===== src/rtl/setclr_ctrl_regs.sv =====
module setclr_ctrl_regs #(
  parameter int AW = 8,
  parameter int DW = 32,
  parameter logic [DW/2-1:0] CTRL_MASK = 16'h0033,
  parameter logic [DW/2-1:0] ACQ_MASK  = 16'h7003,
  parameter logic [AW-1:0] CTRL_OFS  = 8'h00,
  parameter logic [AW-1:0] ACQ_OFS   = 8'h04,
  parameter logic [AW-1:0] KEY_OFS   = 8'h08,
  parameter logic [AW-1:0] START_OFS = 8'h0C,
  parameter logic [AW-1:0] STOP_OFS  = 8'h10
) (
  input  logic          clk,
  input  logic          rst_n,
  input  logic          wr_en,
  input  logic [AW-1:0] addr,
  input  logic [DW-1:0] wdata,
  output logic [DW-1:0] rdata,
  input  logic          user_in,
  input  logic          bp_test_in,
  input  logic          bp_reset_in,
  input  logic          bp_sample_in,
  input  logic          busy_in,
  output logic          led_o,
  output logic          uout_o,
  output logic          trig_inv_o,
  output logic          trig_cond_o,
  output logic          bank1_arm_o,
  output logic          bank2_arm_o,
  output logic [2:0]    clk_sel_o,
  output logic          start_o,
  output logic          stop_o
);
  localparam int H = DW / 2;
  localparam int CLK_LSB = 12;

  logic [H-1:0] ctrl_q, acq_q;

  function automatic logic [H-1:0] jk_next(input logic [H-1:0] q,
                                           input logic [DW-1:0] w,
                                           input logic [H-1:0] mask);
    return mask & ((w[H-1:0] & ~q) | (~w[DW-1:H] & q));
  endfunction

  wire ctrl_wr  = wr_en && addr == CTRL_OFS;
  wire acq_wr   = wr_en && addr == ACQ_OFS;
  wire key_wr   = wr_en && addr == KEY_OFS;
  wire start_wr = wr_en && addr == START_OFS;
  wire stop_wr  = wr_en && addr == STOP_OFS;

  always_ff @(posedge clk) begin
    if (!rst_n || key_wr) begin
      ctrl_q <= '0;
      acq_q  <= '0;
    end else begin
      if (ctrl_wr) ctrl_q <= jk_next(ctrl_q, wdata, CTRL_MASK);
      if (acq_wr)  acq_q  <= jk_next(acq_q, wdata, ACQ_MASK);
    end
    if (!rst_n) begin
      start_o <= 1'b0;
      stop_o  <= 1'b0;
    end else begin
      start_o <= start_wr;
      stop_o  <= stop_wr;
    end
  end

  always_comb begin
    rdata = '0;
    if (addr == CTRL_OFS)
      rdata = {{(H-4){1'b0}}, bp_sample_in, bp_reset_in, bp_test_in, user_in, ctrl_q};
    else if (addr == ACQ_OFS)
      rdata = {{(H-1){1'b0}}, busy_in, acq_q};
  end

  assign led_o       = ctrl_q[0];
  assign uout_o      = ctrl_q[1];
  assign trig_inv_o  = ctrl_q[4];
  assign trig_cond_o = ctrl_q[5];
  assign bank1_arm_o = acq_q[0];
  assign bank2_arm_o = acq_q[1];
  assign clk_sel_o   = acq_q[CLK_LSB +: 3];
endmodule


===== config.mk =====
export PLATFORM = sky130hd
export DESIGN_NAME = setclr_ctrl_regs
export DESIGN_NICKNAME = d
export VERILOG_FILES = /design/src/rtl/setclr_ctrl_regs.sv
export SDC_FILE = /design/constraint.sdc
export NUM_CORES = 1
export LEC_CHECK = 0
export ABC_AREA = 1
export BUFFER_PORTS_ARGS = -buffer_cell sky130_fd_sc_hd__buf_2
export CAP_MARGIN = 20
export CORE_ASPECT_RATIO = 1.75
export CORE_MARGIN = 4
export CORE_UTILIZATION = 34
export CTS_CLUSTER_SIZE = 8
export DETAILED_ROUTE_END_ITERATION = 6
export MAX_ROUTING_LAYER = met4
export PLACE_DENSITY = 0.81
export SYNTH_ARGS = -nofsm -noshare
export SYNTH_HDL_FRONTEND = slang
export SYNTH_SLANG_ARGS = --single-unit

===== constraint.sdc =====
create_clock -name clk -period 0.9 [get_ports clk]
set_clock_uncertainty 0.05 [all_clocks]
set_input_delay 0.09 -clock clk [delete_from_list [all_inputs] [get_ports clk]]
set_output_delay 0.09 -clock clk [all_outputs]
set_load 0.02 [all_outputs]

==> qor_table.md, run 1 <==
| Parameter | Value |
| --- | --- |
| Via count | 1,052 |
| Power density over the cells | 875 mW/mm^2 |
| CTS H-tree lvls | 1 |
| Floorplan Core Area | 0.00236 mm^2 |
| Maximum root-to-sink buffer count | 2 |
| Worst hold path class | input port to flip-flop |
| Max-cap violations | 0 |
| Cell count after synthesis | 142 |
| Worst skew pair latency | 0.24 ns |
| Cell total after placement | 224 |
| Routed wl met3 | 236 um |
| Post-route DRC | 0 |
| Area fraction of the dominant cell type after synthesis | 25.5% |
| Failing checks | hold timing, setup timing |
| Number of input and output port buffers inserted | 51 |
| Number of buffers created by CTS | 3 |
| Global placement routability congestion | 0.770 |
| Post-CTS Hold Buffers | 1 |
| Maximum number of pins on one net before global-route repair | 11 |
| Portion of the post-synthesis area used by sequential elements | 25.5% |
| Wire per inst | 11.5 um |
| Area taken by flip-flops and latches | 231 um^2 |
| Fraction of layout cells with a size suffix above 1 | 55.4% |
| Highest fanout seen on the critical path | 4 |
| Cells on worst reg2reg path | 6 |
| Worst-case vdd ir drop | 534 uV |
| Final worst path period share | 115% |
| Worst hold path depth | 2 |
| Final setup violation count | 20 |
| Minimum setup slack after placement | -0.262 ns |
| Count of inserted antenna diode cells | 0 |
| Standard-cell rows | 23 |
| Antenna violation net count after detailed routing | 0 |
| Final Max Tran Viols | 0 |
| Maximum clock frequency | 967 MHz |
| Clock Sink Count | 11 |
| Hold Vio Cnt, Final | 1 |
| Signed area change from the synthesized netlist to the final layout | 71.9% |
| Final instance count without filler cells | 238 |
| Leakage power | 0.000841 uW |
| Summed instance area of the synthesized netlist | 863 um^2 |
| CP startpoint kind | flip-flop |
| Sum of overflow across all layers after global routing | 0 |
| Number of antenna violations at the first check in global routing | 0 |
| Width of the die | 46.1 um |
| Clock tree from TritonCTS | built |
| Vertical extent of the die | 74.7 um |
| Total of warnings raised by yosys | 0 |
| Unique masters post-synth | 16 |
| Worst hold slack after final layout | -0.0320 ns |
| GRT Resource Usage Total | 16.9% |
| Arrival time worst endpoint | 0.89 ns |
| Count of nets after finishing | 262 |
| Setup repair after global routing missed its margin | yes |
| Master cell of the clock root buffer | sky130_fd_sc_hd__clkbuf_8 |
| First-pass detailed-route iteration total | 4 |
| Required @ worst endpoint | 0.76 ns |
| Ys flop type | sky130_fd_sc_hd__dfxtp_1 |
| Floorplan die area | 0.00344 mm^2 |
| Highest metal used | met4 |
| Detail-routed via count per cell | 4.42 |
| Met2 WL | 1580 um |
| Post-DP HPWL | 1900 um |
| Global-route wire length before repair | 4110 um |
| Minimum setup slack in the final design | -0.134 ns |
| Core occupancy in the finished layout | 62.9% |
| Multi-input logic area | 596 um^2 |
| Ranking of synthesized cells by instance count | sky130_fd_sc_hd__nand2_1, sky130_fd_sc_hd__nor2_1, sky130_fd_sc_hd__buf_4, sky130_fd_sc_hd__inv_1, sky130_fd_sc_hd__dfxtp_1 |
| Outcome | finished with violations |
| Clock transition at path regs | 0.05 ns |
| Time the worst path needs with I/O delays and setup | 1.03 ns |
| Via count of the first global-routing pass | 1,038 |
| Initial Util | 36.6% |
| Cell with the most instances after synthesis | sky130_fd_sc_hd__nand2_1 |
| Top cells by area, synth | sky130_fd_sc_hd__dfxtp_1, sky130_fd_sc_hd__buf_4, sky130_fd_sc_hd__nand2_1, sky130_fd_sc_hd__nor2_1, sky130_fd_sc_hd__inv_1 |
| Kind of end point of the critical path | output port |
| EDFF count, synth | 0 |
| Fillers | 214 |
| I/O Pins | 91 |
| Drt first-iter violations | 24 |
| Path type of the worst setup path | flip-flop to output port |
| Final Routed Wirelength | 2740 um |
| Routed length on met1 | 882 um |
| Number of synthesized register bits | 11 |
| Async SR Flop Fraction | 0% |
| Synthesized area per cell | 6.08 um^2 |
| Most area-hungry cell type in the Yosys netlist | sky130_fd_sc_hd__dfxtp_1 |
[worst max-delay path: stages (launching register included)]
cell and delay (ns):
sky130_fd_sc_hd__dfxtp_2 0.33, sky130_fd_sc_hd__inv_2 0.05, sky130_fd_sc_hd__o22ai_2 0.15, sky130_fd_sc_hd__buf_6 0.14
[state kept, by name (all words and copies together), names as in the netlist]
name,count
start_o,1
ctrl_q,4
acq_q,5
stop_o,1
[power by group]
part	total, uW	switching (uW)	internal, uW	leakage [uW]
combinational	310	186	124	0.000725
sequential	489	0.584	488	0.0000932
clock	500	189	311	0.0000228
[placed cells by master (no fill, tap or decap), types with 2 or more instances in the layout]
cell type and count:
sky130_fd_sc_hd__nand2_1 28, sky130_fd_sc_hd__nand2_4 2, sky130_fd_sc_hd__nand3_1 2, sky130_fd_sc_hd__nor2_4 11, sky130_fd_sc_hd__buf_4 16, sky130_fd_sc_hd__nor2_2 2, sky130_fd_sc_hd__dfxtp_1 2, sky130_fd_sc_hd__o21ai_0 6
sky130_fd_sc_hd__o21ai_1 2, sky130_fd_sc_hd__inv_1 8, sky130_fd_sc_hd__clkbuf_8 3, sky130_fd_sc_hd__inv_2 12, sky130_fd_sc_hd__nor2_1 22, sky130_fd_sc_hd__conb_1 21, sky130_fd_sc_hd__nand2_2 7, sky130_fd_sc_hd__buf_6 17
sky130_fd_sc_hd__o22ai_2 2, sky130_fd_sc_hd__buf_2 32, sky130_fd_sc_hd__dfxtp_2 9
[what timing repair did]
| item | in CTS | in global routing |
|---|---|---|
| hold endpoints to repair | 1 | 1 |
| pin swaps | 18 | 11 |
| setup endpoints to repair | 11 | 22 |
| setup buffers | 7 | 1 |
| gates cloned | 0 | 1 |
| resized for setup | 58 | 18 |
[final cells by class]
type                    count  share of cell area [%]
clock buffers               4                    3.04
inverters                  21                    5.65
flip-flops and latches     11                    15.6
well taps                  25                    2.11
multi-input cells         110                    40.1
repair buffers             67                    33.5
[routing by layer]
layer / track usage, % / vias up
met5: - / -
met2: 32.7 / 51
met1: 13.5 / 469
met4: 8.86 / 0
met3: 3.83 / 2
li1: - / 530
[per-stage QoR]
stage	hold slack [ns]	TNS, ns	total power (uW)	cell area (um^2)
final	-0.0320	-1.53	1300	1480
after global routing	-0.0339	-2.36	1370	1480
after CTS	0.00675	-1.05	1280	1410
after detailed placement	0.234	-4.10	732	1150
after global placement	0.235	-3.50	729	1150
after floorplan	0.116	-0.509	704	965
[kinds of logic after synthesis]
logic type | count (synthesis) | synth area share (%)
DFF | 11 | 25.5
AOI/OAI and AO/OA | 11 | 6.67
other | 1 | 0.434
and+or+nand+nor | 77 | 40.0
buffers and inverters | 42 | 27.4
[final timing paths]
check | slack, ns | startpoint | end
setup / recovery | -0.13 | acq_q[0] | rdata[0]
hold reg to reg | 0.51 | acq_q[0] | acq_q[0]
hold / removal | -0.03 | addr[7] | stop_o
setup reg to reg | 0.02 | acq_q[1] | acq_q[1]
Power figures use the tool's default switching activity.
==> run 2: changes to the inputs <==
==> constraint.sdc (replaced) <==
create_clock -name clk -period 0.9 [get_ports clk]
set_clock_uncertainty 0.05 [all_clocks]
set_input_delay 0 -clock clk [delete_from_list [all_inputs] [get_ports clk]]
set_output_delay 0 -clock clk [all_outputs]
set_load 0.02 [all_outputs]
==> qor_table.md, run 2 (synthesis gave the netlist of run 1 again) <==
| Parameter | Value | Change |
| --- | --- | --- |
| Worst-case vdd ir drop | 629 uV | +18% |
| Final Max Tran Viols | 0 | unchanged |
| Power density over the cells | 911 mW/mm^2 | +4.1% |
| Standard-cell rows | 23 | unchanged |
| First-pass detailed-route iteration total | 2 | -2 |
| Largest Register | acq_q |  |
| Wire per inst | 10.7 um | -7.0% |
| Initial Util | 36.6% | unchanged |
| Floorplan die area | 0.00344 mm^2 | unchanged |
| Required @ worst endpoint | 0.85 ns | +0.09 ns |
| CP max-delay cell | sky130_fd_sc_hd__dfxtp_2 |  |
| Clock transition at path regs | 0.05 ns | about the same |
| Vertical extent of the die | 74.7 um | unchanged |
| Number of buffers created by CTS | 3 | unchanged |
| Biggest registers after layout | acq_q x5, ctrl_q x4 |  |
| Most frequent cells in the layout | sky130_fd_sc_hd__buf_2, sky130_fd_sc_hd__nand2_1, sky130_fd_sc_hd__nor2_1 |  |
| Hold Vio Cnt, Final | 0 | -1 |
| Antenna violation net count after detailed routing | 0 | unchanged |
| Minimum setup slack in the final design | -0.0522 ns | +0.0816 ns |
| Maximum number of pins on one net before global-route repair | 11 | unchanged |
| Final worst path period share | 106% | -9.1 points |
| Fillers | 244 | +14% |
| Path type of the worst setup path | flip-flop to output port |  |
| CP startpoint kind | flip-flop |  |
| Post-route DRC | 0 | unchanged |
| Outcome | finished with violations |  |
| Worst skew pair latency | 0.23 ns | about the same |
| Fraction of layout cells with a size suffix above 1 | 51.4% | -4.0 points |
| Kind of end point of the critical path | output port |  |
| Commonest non-fill, non-tap cell in the layout | sky130_fd_sc_hd__buf_2 |  |
| Failing checks | setup timing |  |
| Post-DP HPWL | 1820 um | -4.5% |
| Width of the die | 46.1 um | unchanged |
| Maximum clock frequency | 1050 MHz | +8.6% |
| Count of inserted antenna diode cells | 0 | unchanged |
| GRT Resource Usage Total | 13.9% | -3.0 points |
| Number of input and output port buffers inserted | 51 | unchanged |
| Sum of overflow across all layers after global routing | 0 | unchanged |
| Minimum setup slack after placement | -0.139 ns | +0.123 ns |
| Delay of the slowest cell on the worst path | 0.33 ns | about the same |
| Global placement routability congestion | 0.751 | -2.5% |
| Via count of the first global-routing pass | 833 | -20% |
| Core occupancy in the finished layout | 59.2% | -3.7 points |
| Clock tree from TritonCTS | built |  |
| Max-cap violations | 0 | unchanged |
| Worst hold path class | input port to flip-flop |  |
| Master cell of the clock root buffer | sky130_fd_sc_hd__clkbuf_8 |  |
| Count of nets after finishing | 263 | +0.38% |
| Final Routed Wirelength | 2550 um | -6.7% |
| Number of antenna violations at the first check in global routing | 0 | unchanged |
| Number of flip-flops under the largest register name | 5 | unchanged |
| Signed area change from the synthesized netlist to the final layout | 61.7% |  |
| Arrival time worst endpoint | 0.90 ns | about the same |
| Detail-routed via count per cell | 4.33 | -2.0% |
| Time the worst path needs with I/O delays and setup | 0.952 ns | -0.0816 ns |
| Crit-path cells | inv_2, o22ai_2, buf_6 |  |
| Drt first-iter violations | 23 | -4.2% |
| Global-route wire length before repair | 3430 um | -16% |
| Leakage power | 0.000828 uW | -1.5% |
| Highest fanout seen on the critical path | 3 | -1 |
| Floorplan Core Area | 0.00236 mm^2 | unchanged |
| Final setup violation count | 3 | -85% |
| Maximum root-to-sink buffer count | 2 | unchanged |
| Clock Sink Count | 11 | unchanged |
| I/O Pins | 91 | unchanged |
| Via count | 1,035 | -1.6% |
| Setup repair after global routing missed its margin | yes |  |
| CTS H-tree lvls | 1 | unchanged |
| Worst hold slack after final layout | 0.00461 ns | +0.0366 ns |
==> run 2: cell types whose count changed in the layout (fill, tap and decap cells not counted), sizes merged <==
| cell | previous run | this run |
|---|---|---|
| buf | 66 | 65 |
| dlygate4sd3 | 1 | 2 |
| dlymetal6s4s | 0 | 2 |
| nor2 | 35 | 34 |
==> run 2: layout make-up <==
class	count	area, um^2	area share (%)
Multi-Input combinational cell	109	549	39.3
Timing Repair Buffer	69	458	32.8
Sequential cell	11	231	16.6
Inverter	21	81.3	5.82
Clock buffer	4	45.0	3.23
Tap cell	25	31.3	2.24
==> run 2: worst paths after layout <==
| check | startpoint | endpoint | slack, ns | cells past startpoint |
|---|---|---|---|---|
| max | acq_q[0] | rdata[0] | -0.05 | 3 |
| min reg2reg | ctrl_q[4] | ctrl_q[4] | 0.49 | 4 |
| min | rst_n | stop_o | 0.005 | 3 |
| max reg2reg | acq_q[1] | acq_q[1] | 0.03 | 6 |
==> run 2: per-stage QoR <==
stage / total power, uW / std cells / TNS [ns] / cell area, um^2
finish: 1270 / 239 / -0.0996 / 1400
global route: 1350 / 239 / -0.455 / 1400
CTS: 1260 / 234 / -0.105 / 1280
detailed placement: 730 / 223 / -1.68 / 1140
global placement: 727 / 223 / -1.33 / 1140
floorplan: 704 / 162 / 0 / 962
==> run 2: timing repair <==
action | CTS | global route
resized for setup | 22 | 26
hold buffers | 5 | 0
endpoints found under the hold margin | 1 | 0
buffers inserted | 2 | 6
pin swaps | 5 | 16
setup endpoints to repair | 11 | 16
==> run 2: where the power goes <==
part | switching (uW) | internal [uW] | total, uW
logic | 177 | 108 | 285
clock network | 187 | 311 | 498
registers | 0.577 | 488 | 489
total | 365 | 908 | 1270
==> run 2: critical path, delay by kind of cell (launching register included) <==
family	cells	cell delay, ns
DFF	1	0.33
AOI/OAI and AO/OA	1	0.16
buffers and inverters	2	0.18
==> run 2: layer usage <==
layer | track usage [%] | part of all wire [%]
met3 | 2.15 | 8.7
met1 | 13.5 | 32
met2 | 25.8 | 58
met4 | 5.70 | 1.4
met5 | - | 0
==> run 3: changes to the inputs <==
Settings changed: BUFFER_PORTS_ARGS -buffer_cell sky130_fd_sc_hd__buf_2 to -buffer_cell sky130_fd_sc_hd__buf_4, SETUP_SLACK_MARGIN set to 0.3.
==> qor_table.md, run 3 (synthesis gave the netlist of run 1 again) <==
| Parameter | Value | Change |
| --- | --- | --- |
| Biggest registers after layout | acq_q x5, ctrl_q x4 |  |
| Floorplan die area | 0.00344 mm^2 | unchanged |
| CP max-delay cell | sky130_fd_sc_hd__clkinvlp_4 |  |
| Floorplan Core Area | 0.00236 mm^2 | unchanged |
| Core occupancy in the finished layout | 72.3% | +13 points |
| Standard-cell rows | 23 | unchanged |
| Maximum number of pins on one net before global-route repair | 11 | unchanged |
| Wire per inst | 10.7 um | -0.25% |
| Delay of the slowest cell on the worst path | 0.23 ns | -0.10 ns |
| Number of flip-flops under the largest register name | 5 | unchanged |
| Largest delay contributor family on the critical path | buffers and inverters |  |
| Number of input and output port buffers inserted | 51 | unchanged |
| Largest Register | acq_q |  |
| Detail-routed via count per cell | 4.37 | +0.91% |
| CP startpoint kind | input port |  |
| CP dominant cell by count | sky130_fd_sc_hd__nor2_4 |  |
| Power consumption | 1300 uW | +1.9% |
| Final Max Tran Viols | 0 | unchanged |
| Max-cap violations | 0 | unchanged |
| Time the worst path needs with I/O delays and setup | 1.04 ns | +0.0831 ns |
| Count of nets after finishing | 262 | -0.38% |
| Width of the die | 46.1 um | unchanged |
| GRT Resource Usage Total | 14.9% | +1.0 points |
| CTS H-tree lvls | 1 | unchanged |
| Number of antenna violations at the first check in global routing | 0 | unchanged |
| Maximum root-to-sink buffer count | 2 | unchanged |
| Via count of the first global-routing pass | 951 | +14% |
| Clock Sink Count | 11 | unchanged |
| Master cell of the clock root buffer | sky130_fd_sc_hd__clkbuf_8 |  |
| Power density over the cells | 760 mW/mm^2 | -17% |
| Maximum clock frequency | 966 MHz | -8.0% |
| Clock transition at path regs | 0.05 ns | about the same |
| Global placement routability congestion | 0.753 | +0.32% |
| Final Routed Wirelength | 2540 um | -0.67% |
| Worst hold path class | input port to flip-flop |  |
| Total buffers and inverters traversed by the critical path | 3 | +1 |
| Leakage power | 0.000880 uW | +6.3% |
| Total Negative Setup Slacks | -0.797 ns | -0.697 ns |
| Crit-path cells | buf_8, nor2_4, nand2_4, nor2_4, clkinvlp_4, o22ai_2, buf_6 |  |
| Antenna violation net count after detailed routing | 0 | unchanged |
| Most frequent cells in the layout | sky130_fd_sc_hd__buf_6, sky130_fd_sc_hd__buf_4, sky130_fd_sc_hd__nand2_1 |  |
| Final non-filler cell area | 0.00171 mm^2 | +22% |
| First-pass detailed-route iteration total | 4 | +2 |
| Worst hold slack after final layout | -0.128 ns | -0.132 ns |
| Worst-case vdd ir drop | 482 uV | -23% |
| Outcome | finished with violations |  |
| Path type of the worst setup path | input port to output port |  |
| Signed area change from the synthesized netlist to the final layout | 97.5% |  |
| Hold Vio Cnt, Final | 5 | +5 |
| Required @ worst endpoint | 0.85 ns | about the same |
| Minimum setup slack in the final design | -0.135 ns | -0.0831 ns |
| Via count | 1,040 | +0.48% |
| Count of inserted antenna diode cells | 0 | unchanged |
| Post-DP HPWL | 1840 um | +1.6% |
| Post-route DRC | 0 | unchanged |
| Global-route wire length before repair | 3630 um | +5.8% |
| Vertical extent of the die | 74.7 um | unchanged |
| Standard cell area after detailed placement | 0.00130 mm^2 | +15% |
| Final worst path period share | 115% | +9.2 points |
| Commonest non-fill, non-tap cell in the layout | sky130_fd_sc_hd__buf_6 |  |
| Initial Util | 36.6% | unchanged |
| Kind of end point of the critical path | output port |  |
| Arrival time worst endpoint | 0.99 ns | +0.09 ns |
| Setup repair after global routing missed its margin | yes |  |
| Worst skew pair latency | 0.24 ns | about the same |
| Drt first-iter violations | 6 | -74% |
| I/O Pins | 91 | unchanged |
| Number of buffers created by CTS | 3 | unchanged |
| Clock tree from TritonCTS | built |  |
| Failing checks | hold timing, setup timing |  |
| Fraction of layout cells with a size suffix above 1 | 59.2% | +7.8 points |
| Highest fanout seen on the critical path | 7 | +4 |
| Final setup violation count | 7 | +4 |
| Sum of overflow across all layers after global routing | 0 | unchanged |
==> run 3: per-layer routing <==
metal	vias up	wire, um	track usage, %
li1	533	-	-
met1	451	754	13.6
met2	52	1460	28.2
met3	4	282	2.39
met4	0	38	6.65
met5	-	0	-
==> run 3: layout make-up <==
type	count	area, um^2
clock buffer	4	45.0
multi-input combinational	109	611
inverter	21	105
sequential	11	256
fill	194	654
tap	25	31.3
timing repair buffer	68	657
==> run 3: power by group <==
group | internal [uW] | switching, uW
Sequential | 462 | 1.13
Clock | 311 | 189
Combinational | 148 | 184
==> run 3: final timing paths <==
path	start	endpoint	slack, ns	depth (start not counted)
min	addr[6]	stop_o	-0.13	2
min reg2reg	ctrl_q[1]	ctrl_q[1]	0.52	4
max reg2reg	acq_q[14]	acq_q[14]	0.06	5
max	addr[5]	rdata[0]	-0.14	7
==> run 3: metrics by stage <==
step | setup slack [ns] | cells
3_3_place_gp | -0.129 | 221
2_1_floorplan | 0.123 | 162
4_1_cts | -0.145 | 236
3_5_place_dp | -0.155 | 221
6_report | -0.135 | 238
5_1_grt | -0.182 | 238
==> run 3: repair_timing <==
item / in CTS / in global routing
hold endpoints to repair: 7 / 1
gates cloned: 0 / 0
buffers inserted: 11 / 2
setup endpoints to repair: 32 / 32
resized for setup: 44 / 27
pin swaps: 14 / 17
